### src/rtl/pcm_pkg.sv
package pcm_pkg;
  // frame-sync counter used by the second-pulse arming rule
  typedef logic [1:0] fs_count_t;
  localparam fs_count_t FS_NONE  = 2'd0;
  localparam fs_count_t FS_ONE   = 2'd1;
  localparam fs_count_t FS_ARMED = 2'd2;
endpackage

### src/rtl/pcm_edge_detect.sv
module pcm_edge_detect #(
  parameter int N = 3
) (
  input  logic         clk,
  input  logic         rst,
  input  logic [N-1:0] sig,
  output logic [N-1:0] rise,
  output logic [N-1:0] fall
);
  logic [N-1:0] prev;

  always_ff @(posedge clk) begin
    if (rst) prev <= '0;
    else     prev <= sig;
  end

  for (genvar i = 0; i < N; i++) begin : g_edge
    assign rise[i] = sig[i] & ~prev[i];
    assign fall[i] = ~sig[i] & prev[i];
  end
endmodule

### src/rtl/pcm_pwr_detect.sv
module pcm_pwr_detect #(
  parameter int IDLE_CYCLES = 16
) (
  input  logic clk,
  input  logic rst,
  input  logic pin,
  output logic pwr_on_next,
  output logic pwr_on
);
  localparam int CW = $clog2(IDLE_CYCLES + 1);
  localparam logic [CW-1:0] LIM = CW'(IDLE_CYCLES);

  logic          pin_q;
  logic [CW-1:0] idle_cnt, idle_cnt_n;
  logic          pin_edge;

  assign pin_edge    = pin ^ pin_q;
  assign idle_cnt_n  = pin_edge ? '0 : ((idle_cnt == LIM) ? idle_cnt : idle_cnt + 1'b1);
  assign pwr_on_next = !(pin && (idle_cnt_n == LIM));

  always_ff @(posedge clk) begin
    if (rst) begin
      pin_q    <= 1'b1;
      idle_cnt <= LIM;
      pwr_on   <= 1'b0;
    end else begin
      pin_q    <= pin;
      idle_cnt <= idle_cnt_n;
      pwr_on   <= pwr_on_next;
    end
  end
endmodule

### src/rtl/pcm_tx_shift.sv
module pcm_tx_shift
  import pcm_pkg::*;
#(
  parameter int W = 8
) (
  input  logic         clk,
  input  logic         rst,
  input  logic         pwr_on,
  input  logic         fs_rise,
  input  logic         bclk_rise,
  input  logic [W-1:0] sample,
  output logic         dout,
  output logic         dout_en
);
  localparam int CW = $clog2(W + 1);

  fs_count_t     fs_seen;
  logic [W-1:0]  shreg;
  logic [CW-1:0] bits;
  logic          active;

  always_ff @(posedge clk) begin
    if (rst) begin
      fs_seen <= FS_NONE;
      shreg   <= '0;
      bits    <= '0;
      active  <= 1'b0;
      dout    <= 1'b0;
      dout_en <= 1'b0;
    end else if (!pwr_on) begin
      fs_seen <= FS_NONE;
      active  <= 1'b0;
      dout_en <= 1'b0;
    end else if (fs_rise) begin
      if (fs_seen != FS_ARMED) fs_seen <= fs_seen + 1'b1;
      if (fs_seen != FS_NONE) begin
        shreg  <= sample;
        bits   <= '0;
        active <= 1'b1;
      end
    end else if (bclk_rise && active) begin
      if (bits < CW'(W)) begin
        dout    <= shreg[W-1];
        shreg   <= {shreg[W-2:0], 1'b0};
        dout_en <= 1'b1;
        bits    <= bits + 1'b1;
      end else begin
        dout_en <= 1'b0;
        active  <= 1'b0;
      end
    end
  end
endmodule

### src/rtl/pcm_rx_shift.sv
module pcm_rx_shift #(
  parameter int W = 8
) (
  input  logic         clk,
  input  logic         rst,
  input  logic         pwr_on,
  input  logic         fs_rise,
  input  logic         bclk_fall,
  input  logic         din,
  output logic [W-1:0] rx_data,
  output logic         rx_valid
);
  localparam int CW = $clog2(W);

  logic [W-1:0]  shreg;
  logic [CW-1:0] cnt;
  logic          active;

  always_ff @(posedge clk) begin
    if (rst) begin
      shreg    <= '0;
      cnt      <= '0;
      active   <= 1'b0;
      rx_data  <= '0;
      rx_valid <= 1'b0;
    end else begin
      rx_valid <= 1'b0;
      if (!pwr_on) begin
        active <= 1'b0;
      end else if (fs_rise) begin
        active <= 1'b1;
        cnt    <= '0;
      end else if (bclk_fall && active) begin
        shreg <= {shreg[W-2:0], din};
        cnt   <= cnt + 1'b1;
        if (cnt == CW'(W - 1)) begin
          rx_data  <= {shreg[W-2:0], din};
          rx_valid <= 1'b1;
          active   <= 1'b0;
        end
      end
    end
  end
endmodule

### src/rtl/pcm_serial_port.sv
module pcm_serial_port #(
  parameter int SAMPLE_W    = 8,
  parameter int IDLE_CYCLES = 16
) (
  input  logic                clk,
  input  logic                rst,
  input  logic                pdn_pin,
  input  logic                bclk,
  input  logic                fs_tx,
  input  logic                fs_rx,
  input  logic [SAMPLE_W-1:0] tx_sample,
  input  logic                din,
  output logic                dout,
  output logic                dout_en,
  output logic                aout_en,
  output logic [SAMPLE_W-1:0] rx_data,
  output logic                rx_valid
);
  localparam int NSIG  = 3;
  localparam int I_BCK = 0;
  localparam int I_FTX = 1;
  localparam int I_FRX = 2;

  logic [NSIG-1:0] rise, fall;
  logic            pwr_on_next, pwr_on;

  pcm_edge_detect #(.N(NSIG)) u_edges (
    .clk (clk),
    .rst (rst),
    .sig ({fs_rx, fs_tx, bclk}),
    .rise(rise),
    .fall(fall)
  );

  pcm_pwr_detect #(.IDLE_CYCLES(IDLE_CYCLES)) u_pwr (
    .clk        (clk),
    .rst        (rst),
    .pin        (pdn_pin),
    .pwr_on_next(pwr_on_next),
    .pwr_on     (pwr_on)
  );

  pcm_tx_shift #(.W(SAMPLE_W)) u_tx (
    .clk      (clk),
    .rst      (rst),
    .pwr_on   (pwr_on_next),
    .fs_rise  (rise[I_FTX]),
    .bclk_rise(rise[I_BCK]),
    .sample   (tx_sample),
    .dout     (dout),
    .dout_en  (dout_en)
  );

  pcm_rx_shift #(.W(SAMPLE_W)) u_rx (
    .clk      (clk),
    .rst      (rst),
    .pwr_on   (pwr_on_next),
    .fs_rise  (rise[I_FRX]),
    .bclk_fall(fall[I_BCK]),
    .din      (din),
    .rx_data  (rx_data),
    .rx_valid (rx_valid)
  );

  assign aout_en = pwr_on;
endmodule

### config.mk
export PLATFORM = sky130hd
export DESIGN_NAME = pcm_serial_port
export DESIGN_NICKNAME = d
export VERILOG_FILES = /design/src/rtl/pcm_pkg.sv /design/src/rtl/pcm_edge_detect.sv /design/src/rtl/pcm_pwr_detect.sv /design/src/rtl/pcm_tx_shift.sv /design/src/rtl/pcm_rx_shift.sv /design/src/rtl/pcm_serial_port.sv
export SDC_FILE = /design/constraint.sdc
export NUM_CORES = 1
export LEC_CHECK = 0
export BUFFER_PORTS_ARGS = -buffer_cell sky130_fd_sc_hd__buf_2
export CAP_MARGIN = 20
export CORE_MARGIN = 4
export CORE_UTILIZATION = 51
export CTS_CLUSTER_SIZE = 12
export DETAILED_ROUTE_END_ITERATION = 8
export GPL_TIMING_DRIVEN = 0
export PLACE_DENSITY = 0.85
export REMOVE_ABC_BUFFERS = 1
export SLEW_MARGIN = 20
export SYNTH_ARGS = -nofsm -noshare
export SYNTH_HDL_FRONTEND = slang
export SYNTH_HIERARCHICAL = 1
export SYNTH_SLANG_ARGS = --single-unit
export TNS_END_PERCENT = 100
### constraint.sdc
create_clock -name clk -period 2.3 [get_ports clk]
set_input_delay 0.46 -clock clk [delete_from_list [all_inputs] [get_ports clk]]
set_output_delay 0.46 -clock clk [all_outputs]
set_load 0.01 [all_outputs]
==> summary.md, run 1 <==
| Metric | Value |
|---|---|
| Placed instance area | 2210 um2 |
| Area growth syn-to-layout | 15.6% |
| Clk_lat worst skew | 300 ps |
| Clock root buffer | clkbuf_8 |
| CP top delay family | compound AO/OA/AOI/OAI gates |
| Slowest CP cell | or4_4 |
| First-pass GRT wire length | 6530 um |
| Buffers plus inverters on the worst setup path | 2 |
| # clock sinks | 47 |
| Share of cells above drive strength 1 | 30.0% |
| Final instance area | 2440 um2 |
| Clock tree buffer depth | 2 |
| CTS H-tree lvls | 2 |
| Final hold violation count | 0 |
| FP Rows | 23 |
| WL/cell | 13.8 um |
| Hold wc startpoint | pdn_pin |
| Top Ports | 27 |
| DRC Markers | 0 |
| 1st-iter DRT viols | 105 |
| Worst Path Max Fanout | 14 |
| GR Util All Layers | 16.2% |
| Initial Util | 52.8% |
| Drt pass-1 iters | 5 |
| Cell area after synthesis | 2110 um2 |
| FF-to-FF Start | u_pwr/idle_cnt[1] |
| DIE AREA | 5230 um2 |
| Fmax | 434 MHz |
| Max Slew Vio Count | 0 |
| IO Port Bufs | 26 |
| Core footprint | 4000 um2 |
| Vias in the first global route | 1,507 |
| WP data arrival | 2460 ps |
| Pwr Density | 653 nW/um2 |
| Slew Limit Headroom | 45.9% |
| Most common cell after layout, fill and taps aside | dfxtp_1 |
| Worst reg2reg path depth | 9 |
| Final Util | 61.1% |
| Cts hold-fix bufs | 0 |
| Startpoint Class | flop |
| Routed Wire Length | 4280 um |
| Layout Nets | 281 |
| Die Wd | 72.4 um |
| Failing checks | negative setup slack |
| Status | complete, but fails checks |
| Setup CP Type | reg2reg |
| Final HPWL DP | 2630 um |
| GRT overflow | 0 |
| Total number of yosys warnings | 6 |
| Final setup skew | 5.91 ps |
| Measured slew at the worst slew-check pin | 812 ps |
| Peak supply drop | 375 uV |
| TritonCTS clock tree | built |
| Hold Crit Depth | 2 |
| Worst-path cell chain | buf_4 -> ha_1 -> a211oi_1 -> a311oi_2 -> or4_4 -> buf_4 -> o21a_4 -> nor2_2 -> a211oi_2 |
| Largest net degree at the start of global routing | 41 |
| R2R Setup Slk | -5 ps |
| Antenna violations before repair | 0 |
| Commonest non-fill, non-tap cells in the layout | 45 x dfxtp_1, 26 x buf_2, 21 x nand2_1, 16 x nor2_1, 16 x a21oi_1 |
| Worst hold path type | in2reg |
| Worst slack, placed | -492 ps |
| Clock-pin slew on the worst setup and hold paths | 80 ps |
| CP max stage delay | 500 ps |
| CP Capture Type | flop |
| Setup Viol. Count Final | 1 |
| Number of buffers created by CTS | 5 |
| MaxCap Viol Count | 0 |
| Leak | 0.927 nW |
| Post-Synthesis Cells | 224 |
| Period utilisation layout | 100% |
| Min Clock Period, post-route | 2300 ps |
| Vias per inst | 5.45 |
| Most frequent CP cell | buf_4 |
| DRT antenna net count | 0 |
| Required @ worst endpoint | 2460 ps |
| N_diodes | 0 |
| Die H | 72.4 um |
| Average cell area after synthesis | 9.43 um2 |
| Placer Congestion | 0.746 |
| Final WS setup | -4.91 ps |
| Worst R2R End | u_tx/shreg[3] |
| Worst hold endpoint | u_pwr/pin_q |
| Detailed-route via count | 1,691 |
## layer usage
metal | vias to the layer above | GRT usage, % | share of wire (%)
met3 | 6 | 5.82 | 4.7
met5 | - | 0 | 0
li1 | 854 | - | -
met2 | 34 | 27.0 | 49
met1 | 797 | 18.7 | 45
met4 | 0 | 6.89 | 1.5
## how the worst max path moves through the flow
stage                     slack (ps)  cells after the start               to         startpoint
after CTS                         -3                      9  u_rx/rx_data[3]  u_pwr/idle_cnt[0]
after global placement          -460                      8  u_rx/rx_data[0]  u_pwr/idle_cnt[0]
after detailed placement        -490                      8  u_rx/rx_data[5]  u_pwr/idle_cnt[0]
after global routing             -70                      9  u_rx/rx_data[7]  u_pwr/idle_cnt[1]
final                             -5                      9    u_tx/shreg[3]  u_pwr/idle_cnt[1]
after floorplan                 -110                      8      u_rx/cnt[2]  u_pwr/idle_cnt[0]
## through the flow
stage                     hold WS [ps]  total power, W  TNS [ps]  std cells
after floorplan                    438         0.00101     -1670        214
after global placement             443         0.00106     -8390        290
after detailed placement           457         0.00107     -9430        290
after CTS                          369         0.00156     -3.45        303
after global routing               386         0.00167     -1060        310
final                              381         0.00159     -4.91        310
## what timing repair did
item / in CTS / in global routing
gates cloned: 0 / 1
endpoints found under the setup margin: 30 / 30
resized for setup: 4 / 13
setup buffers: 5 / 6
hold endpoints to repair: 0 / 0
pin swaps: 2 / 7
## report_power, final
part | switching, W | internal (W) | total, W
Sequential | 0.0000217 | 0.000847 | 0.000869
Clock | 0.000266 | 0.000214 | 0.000480
Combinational | 0.000131 | 0.000115 | 0.000245
## flip-flops by register name, indices dropped and copies added (netlist names)
register and flops:
u_rx/rx_data 8, u_tx/shreg 8, u_rx/shreg 7, u_pwr/idle_cnt 5, u_tx/bits 4, u_edges/prev 3, u_rx/cnt 3, u_tx/fs_seen 2
u_pwr/pin_q 1, u_pwr/pwr_on 1, u_rx/active 1, u_rx/rx_valid 1, u_tx/active 1, u_tx/dout 1, u_tx/dout_en 1
## cell type report
| type | instances | area, um2 |
|---|---|---|
| Clock buffer | 7 | 76.3 |
| Clock inverter | 1 | 5.00 |
| Fill cell | 340 | 1560 |
| Inverter | 11 | 41.3 |
| Multi-Input combinational cell | 157 | 1090 |
| Sequential cell | 47 | 946 |
| Tap cell | 50 | 62.6 |
| Timing Repair Buffer | 37 | 216 |
Power figures use the tool's default switching activity.
==> run 2: changes to the inputs <==
--- a/config.mk
+++ b/config.mk
@@ -7,14 +7,15 @@
 export LEC_CHECK = 0
 export BUFFER_PORTS_ARGS = -buffer_cell sky130_fd_sc_hd__buf_2
 export CAP_MARGIN = 20
+export CELL_PAD_IN_SITES_DETAIL_PLACEMENT = 1
+export CELL_PAD_IN_SITES_GLOBAL_PLACEMENT = 1
 export CORE_MARGIN = 4
-export CORE_UTILIZATION = 51
+export CORE_UTILIZATION = 39
 export CTS_CLUSTER_SIZE = 12
 export DETAILED_ROUTE_END_ITERATION = 8
 export GPL_TIMING_DRIVEN = 0
 export PLACE_DENSITY = 0.85
 export REMOVE_ABC_BUFFERS = 1
-export SLEW_MARGIN = 20
 export SYNTH_ARGS = -nofsm -noshare
 export SYNTH_HDL_FRONTEND = slang
 export SYNTH_HIERARCHICAL = 1
==> run 2 against run 1 <==
- the run now ends clean
- die area grew 27%
- cell area grew 0.10%
- clock skew grew 2.0 ps
- critical path depth grew 1
- non-clock buffer count shrank 3
- largest cell class unchanged
==> summary.md, run 2 (synthesis results as in run 1) <==
| Metric | Value |
|---|---|
| WL/cell | 13.6 um |
| Slowest CP cell | or4_4 |
| Initial Util | 40.8% |
| Hold Crit Depth | 2 |
| Worst hold path type | in2reg |
| WP data arrival | 2420 ps |
| Commonest non-fill, non-tap cells in the layout | 45 x dfxtp_1, 26 x buf_2, 21 x nand2_1, 17 x nor2_1, 16 x a21oi_1 |
| Hold Slack | 387 ps |
| Setup Viol. Count Final | 0 |
| Buffers plus inverters on the worst setup path | 2 |
| Clock root buffer | clkbuf_8 |
| CP max stage delay | 490 ps |
| Hold wc startpoint | fs_tx |
| First-pass GRT wire length | 7240 um |
| IO Port Bufs | 26 |
| Leak | 0.917 nW |
| Clock-pin slew on the worst setup and hold paths | 90 ps |
| Clk_lat worst skew | 290 ps |
| Fill cells | 610 |
| Fmax | 456 MHz |
| MaxCap Viol Count | 0 |
| N_diodes | 0 |
| Final hold violation count | 0 |
| RSZ-0062 raised after global routing | true |
| Slew Limit Headroom | 45.9% |
| Number of buffers created by CTS | 5 |
| Routed Wire Length | 4460 um |
| DRC Markers | 0 |
| Top sig layer | met4 |
| CTS H-tree lvls | 2 |
| Vias in the first global route | 1,672 |
| Max Slew Vio Count | 0 |
| 1st-iter DRT viols | 61 |
| Die Wd | 81.6 um |
| Core footprint | 5170 um2 |
| Measured slew at the worst slew-check pin | 811 ps |
| Worst reg2reg path depth | 10 |
| Status | finished clean |
| FP Rows | 26 |
| Top Ports | 27 |
| GRT overflow | 0 |
| Layout Nets | 278 |
| Worst Path Max Fanout | 8 |
| Worst R2R End | u_rx/rx_data[3] |
| CP Capture Type | flop |
| Worst slack, placed | -575 ps |
| CP top delay family | simple AND/OR/NAND/NOR gates |
| Period utilisation layout | 95.4% |
| Post-Layout Cell Count | 327 |
| Final setup skew | 7.94 ps |
| Final HPWL DP | 2920 um |
| GR Util All Layers | 13.9% |
| TritonCTS clock tree | built |
| # clock sinks | 47 |
| Required @ worst endpoint | 2520 ps |
| FF-to-FF Start | u_pwr/idle_cnt[0] |
| Die H | 81.6 um |
| Metal2 WL | 2270 um |
| Startpoint Class | flop |
| Placer Congestion | 0.701 |
| Met1 wire length | 2020 um |
| Final Util | 47.3% |
| Detailed-route via count | 1,647 |
| Total chip power | 0.00161 W |
| Min Clock Period, post-route | 2190 ps |
| Vias per inst | 5.04 |
| Peak supply drop | 312 uV |
| Share of cells above drive strength 1 | 28.4% |
| DRT antenna net count | 0 |
| Routed wl met3 | 141 um |
| Final WS setup | 105 ps |
| DIE AREA | 6660 um2 |
| Antenna violations before repair | 0 |
| Worst hold endpoint | u_edges/prev[1] |
| Worst-path cell chain | inv_1 -> ha_2 -> nand2_1 -> a211oi_1 -> a311oi_2 -> or4_4 -> nand4b_1 -> buf_6 -> o21ai_0 -> a21oi_1 |
| Largest net degree at the start of global routing | 41 |
| Pwr Density | 660 nW/um2 |
| Clock tree buffer depth | 2 |
| Drt pass-1 iters | 4 |
| Cts hold-fix bufs | 0 |
| R2R Setup Slk | 110 ps |
| Most common cell after layout, fill and taps aside | dfxtp_1 |
| Area growth syn-to-layout | 15.8% |
| Largest registers | u_rx/rx_data: 8 flops, u_tx/shreg: 8 flops, u_rx/shreg: 7 flops |
| Setup CP Type | reg2reg |
| Cells after DPL | 311 |
-- run 2: cell count changes in the layout (fill, tap and decap cells not counted), sizes merged --
cell | previous run | this run
buf | 37 | 34
clkbuf | 7 | 6
clkinvlp | 0 | 1
-- run 2: worst max path at each step --
stage | start | endpoint | cells after the start
finish | u_pwr/idle_cnt[0] | u_rx/rx_data[3] | 10
global route | u_pwr/idle_cnt[0] | u_rx/rx_data[6] | 10
CTS | u_pwr/idle_cnt[0] | u_rx/rx_data[3] | 9
detailed placement | u_pwr/idle_cnt[0] | u_rx/rx_data[3] | 9
global placement | u_pwr/idle_cnt[0] | u_rx/rx_data[0] | 9
floorplan | u_pwr/idle_cnt[0] | u_rx/cnt[2] | 8
-- run 2: what timing repair did --
action,CTS,global route
gates resized for setup,4,14
endpoints found under the setup margin,31,22
setup buffers,4,3
pin swaps,2,8
cloned,0,1
-- run 2: layer usage --
layer | GRT usage (%) | vias up
met4 | 5.15 | 0
met3 | 3.84 | 2
met2 | 25.1 | 19
met5 | 0 | -
met1 | 15.6 | 783
li1 | - | 843
-- run 2: through the flow --
step	area, um2	setup TNS, ps
2_1_floorplan	2020	-1670
3_3_place_gp	2230	-9960
3_5_place_dp	2240	-10100
4_1_cts	2380	0
5_1_grt	2440	-743
6_report	2440	0
-- run 2: area by class of cell --
type	count	area, um2	area share, %
clock inverters	2	16.3	0.665
inverters	11	41.3	1.69
multi-input cells	157	1070	43.9
clock buffers	6	82.6	3.38
flip-flops and latches	47	946	38.7
repair buffers	34	198	8.09
well taps	70	87.6	3.58
-- run 2: report_power, final --
part | leakage [nW] | switching [W] | internal [W]
Combinational | 0.487 | 0.000119 | 0.0000992
Clock | 0.0474 | 0.000280 | 0.000246
Sequential | 0.383 | 0.0000219 | 0.000847
==> run 3: changes to the inputs <==
--- a/config.mk
+++ b/config.mk
@@ -16,8 +16,8 @@
 export GPL_TIMING_DRIVEN = 0
 export PLACE_DENSITY = 0.85
 export REMOVE_ABC_BUFFERS = 1
+export SETUP_SLACK_MARGIN = 0.15
 export SYNTH_ARGS = -nofsm -noshare
 export SYNTH_HDL_FRONTEND = slang
-export SYNTH_HIERARCHICAL = 1
 export SYNTH_SLANG_ARGS = --single-unit
 export TNS_END_PERCENT = 100
==> run 3 against run 2 <==
- core utilization is 1.6 points higher
- die area is 1.2% higher
- critical path type unchanged
- critical endpoint is now u_tx.shreg[5]
- highest routed layer unchanged
- sequential power is 2% lower
- first-iteration DRC count is 4.9% lower
- via count is 3.6% higher
- cell area is 3.9% higher
- combinational power is 5% higher
- non-clock buffer count is 2 lower
- largest power group unchanged
- clock power hardly changed
- area after synthesis is 1.3% higher
- clock-buffer cell count is 1 higher
==> summary.md, run 3 <==
| Metric | Value |
|---|---|
| Detailed-route via count | 1,706 |
| Final Util | 48.8% |
| CP max stage delay | 420 ps |
| Net switching power | 0.000423 W |
| # clock sinks | 47 |
| Sequential share of the synthesized area | 44.0% |
| WP data arrival | 2390 ps |
| FFs w/ async S/R, synth | 0% |
| GR Util All Layers | 16.3% |
| IO Port Bufs | 26 |
| First-pass GRT wire length | 8220 um |
| Setup total negative slack | 0 ps |
| Placed instance area | 2310 um2 |
| Clock tree buffer depth | 2 |
| Initial Util | 41.1% |
| Setup Viol. Count Final | 0 |
| Die H | 82.1 um |
| Post-synth top flop | dfxtp_1 |
| Synth top cells by count | 47 x dfxtp_1, 44 x nand2_1, 21 x mux2i_1 |
| Most common cell in the netlist | dfxtp_1 |
| Yosys top cell by area | dfxtp_1 |
| Cells after DPL | 318 |
| Number of flops mapped to enable cells by yosys | 0 |
| Top cell type's share of synthesized area | 44.0% |
| Cts hold-fix bufs | 0 |
| Required @ worst endpoint | 2510 ps |
| Die Wd | 82.1 um |
| Final HPWL DP | 3200 um |
| Slowest CP cell | or3_4 |
| Startpoint Class | flop |
| Int Power | 0.00118 W |
| Share of cells above drive strength 1 | 25.2% |
| Post-Synthesis Cells | 232 |
| Setup CP Type | reg2reg |
| Pwr Density | 633 nW/um2 |
| Worst hold path type | in2reg |
| Total number of yosys warnings | 0 |
| Layout Nets | 283 |
| Cell area after synthesis | 2140 um2 |
| WL/cell | 15.4 um |
| Largest net degree at the start of global routing | 34 |
| Slew Limit Headroom | 40.7% |
| Leak | 1.05 nW |
| Combinational power share | 14.3% |
| Placer Congestion | 0.782 |
| Core footprint | 5200 um2 |
| Routed wl met3 | 177 um |
| Post-Layout Cell Count | 332 |
| DRC Markers | 0 |
| 1st-iter DRT viols | 58 |
| Status | finished clean |
| Clock root buffer | clkbuf_8 |
| DRT antenna net count | 0 |
| Sw frac | 26.3% |
| Largest registers | u_rx.rx_data: 8 flops, u_tx.shreg: 8 flops, u_rx.shreg: 7 flops |
| Clock-pin slew on the worst setup and hold paths | 90 ps |
| Clk_lat worst skew | 310 ps |
| Top Ports | 27 |
| MaxCap Viol Count | 0 |
| Vias in the first global route | 1,769 |
| DIE AREA | 6730 um2 |
| TritonCTS clock tree | built |
| FF+latch count, synth | 47 |
| Most common cell after layout, fill and taps aside | dfxtp_1 |
| Ranking of synthesized cells by area | dfxtp_1 44%, mux2i_1 9.8%, nand2_1 7.7%, mux2_4 4.2%, ha_1 4.1% |
| Vias per inst | 5.14 |
| Average cell area after synthesis | 9.22 um2 |
| Fill cells | 615 |
| Worst Path Max Fanout | 7 |
| Commonest non-fill, non-tap cells in the layout | 45 x dfxtp_1, 44 x nand2_1, 26 x buf_2, 21 x mux2i_1, 11 x nor2_1 |
| Peak supply drop | 288 uV |
| Area growth syn-to-layout | 18.8% |
| Synth cell types | 41 |
| FP Rows | 26 |
| Hold Slack | 376 ps |
| Antenna violations before repair | 0 |
| Met1 wire length | 2190 um |
| Metal2 WL | 2640 um |
| Measured slew at the worst slew-check pin | 888 ps |
| Drt pass-1 iters | 4 |
| N_diodes | 0 |
| GRT overflow | 0 |
| CP Capture Type | flop |
| Top sig layer | met4 |
| Final hold violation count | 0 |
| Worst-path cell chain | inv_1 -> ha_4 -> and4bb_2 -> xnor2_2 -> or3_4 -> o22ai_4 -> buf_12 -> mux2_4 |
| Routed Wire Length | 5130 um |
| RSZ-0062 raised after global routing | true |
| Flop pwr share | 53.0% |
| Final instance area | 2540 um2 |
| Period utilisation layout | 95.1% |
| Min Clock Period, post-route | 2190 ps |
| CTS H-tree lvls | 2 |
| Max Slew Vio Count | 0 |
| Clock power frac | 32.6% |
| Final setup skew | 13.0 ps |
| Fmax | 457 MHz |
| Number of buffers created by CTS | 5 |
run 3: cell count changes in the layout (fill, tap and decap cells not counted), sizes merged, moves of 3 or more:
cell / before / now
mux2i: 7 / 21
mux2: 1 / 6
o21ai: 15 / 5
nor2: 20 / 11
a21oi: 24 / 11
nand3: 12 / 6
nor3b: 0 / 3
a211oi: 10 / 1
nor3: 2 / 10
o32ai: 0 / 3
nand2: 21 / 44
run 3: power by group through the flow:
stage / logic, W / clock network, W / registers (W)
2_1_floorplan: 0.000119 / 0 / 0.000868
3_3_place_gp: 0.000168 / 0 / 0.000869
3_5_place_dp: 0.000175 / 0 / 0.000870
4_1_cts: 0.000209 / 0.000543 / 0.000851
5_1_grt: 0.000252 / 0.000587 / 0.000856
6_report: 0.000231 / 0.000525 / 0.000852
run 3: stage by stage:
step	power, W	setup WS [ps]
final	0.00161	112
after global routing	0.00170	11.1
after CTS	0.00160	147
after detailed placement	0.00105	-192
after global placement	0.00104	-118
after floorplan	0.000987	97.4
run 3: final timing paths:
kind | from | end | slack (ps) | depth (start not counted)
worst min register to register | u_rx.rx_data[1] | u_rx.rx_data[1] | 470 | 2
worst min-delay path | fs_rx | u_edges.prev[2] | 380 | 2
worst max register to register | u_pwr.idle_cnt[1] | u_tx.shreg[5] | 110 | 8
worst max-delay path | u_pwr.idle_cnt[1] | u_tx.shreg[5] | 110 | 8
run 3: critical path: cells and delay by family, from the launching register on:
kind	cells	cell delay [ps]
AND/OR/NAND/NOR	2	680
flip-flops	1	350
multiplexers	1	300
buffers and inverters	2	230
AO/OA/AOI/OAI	1	220
adder cells (fa/ha/maj)	1	160
XOR/XNOR	1	150
run 3: area by class of cell:
cell class              count  area, um2  share of cell area (%)
clock buffers               7       86.3                    3.40
flip-flops and latches     47        946                    37.2
inverters                  10       37.5                    1.48
multi-input cells         165       1180                    46.6
well taps                  70       87.6                    3.45
repair buffers             32        191                    7.53
clock inverters             1       8.76                   0.345
run 3: per-layer routing:
layer	GRT usage [%]	vias up
met2	29.3	32
li1	-	853
met5	0	-
met3	4.06	10
met1	18.1	811
met4	6.81	0
run 3: logic make-up (layout without fill, tap and decap cells):
group	after synthesis	after routing	synth area share (%)
mux	27	27	14.0
flops	47	47	44.0
compound gates	31	31	10.2
fa+ha+maj	7	7	4.09
buf+inv	20	50	4.04
xor+xnor	5	5	2.05
simple gates	95	95	21.6
run 3: what timing repair did:
action,CTS,global route
resized for setup,8,12
pin swaps,3,4
cloned,0,0
endpoints found under the setup margin,37,37
buffers inserted,5,1
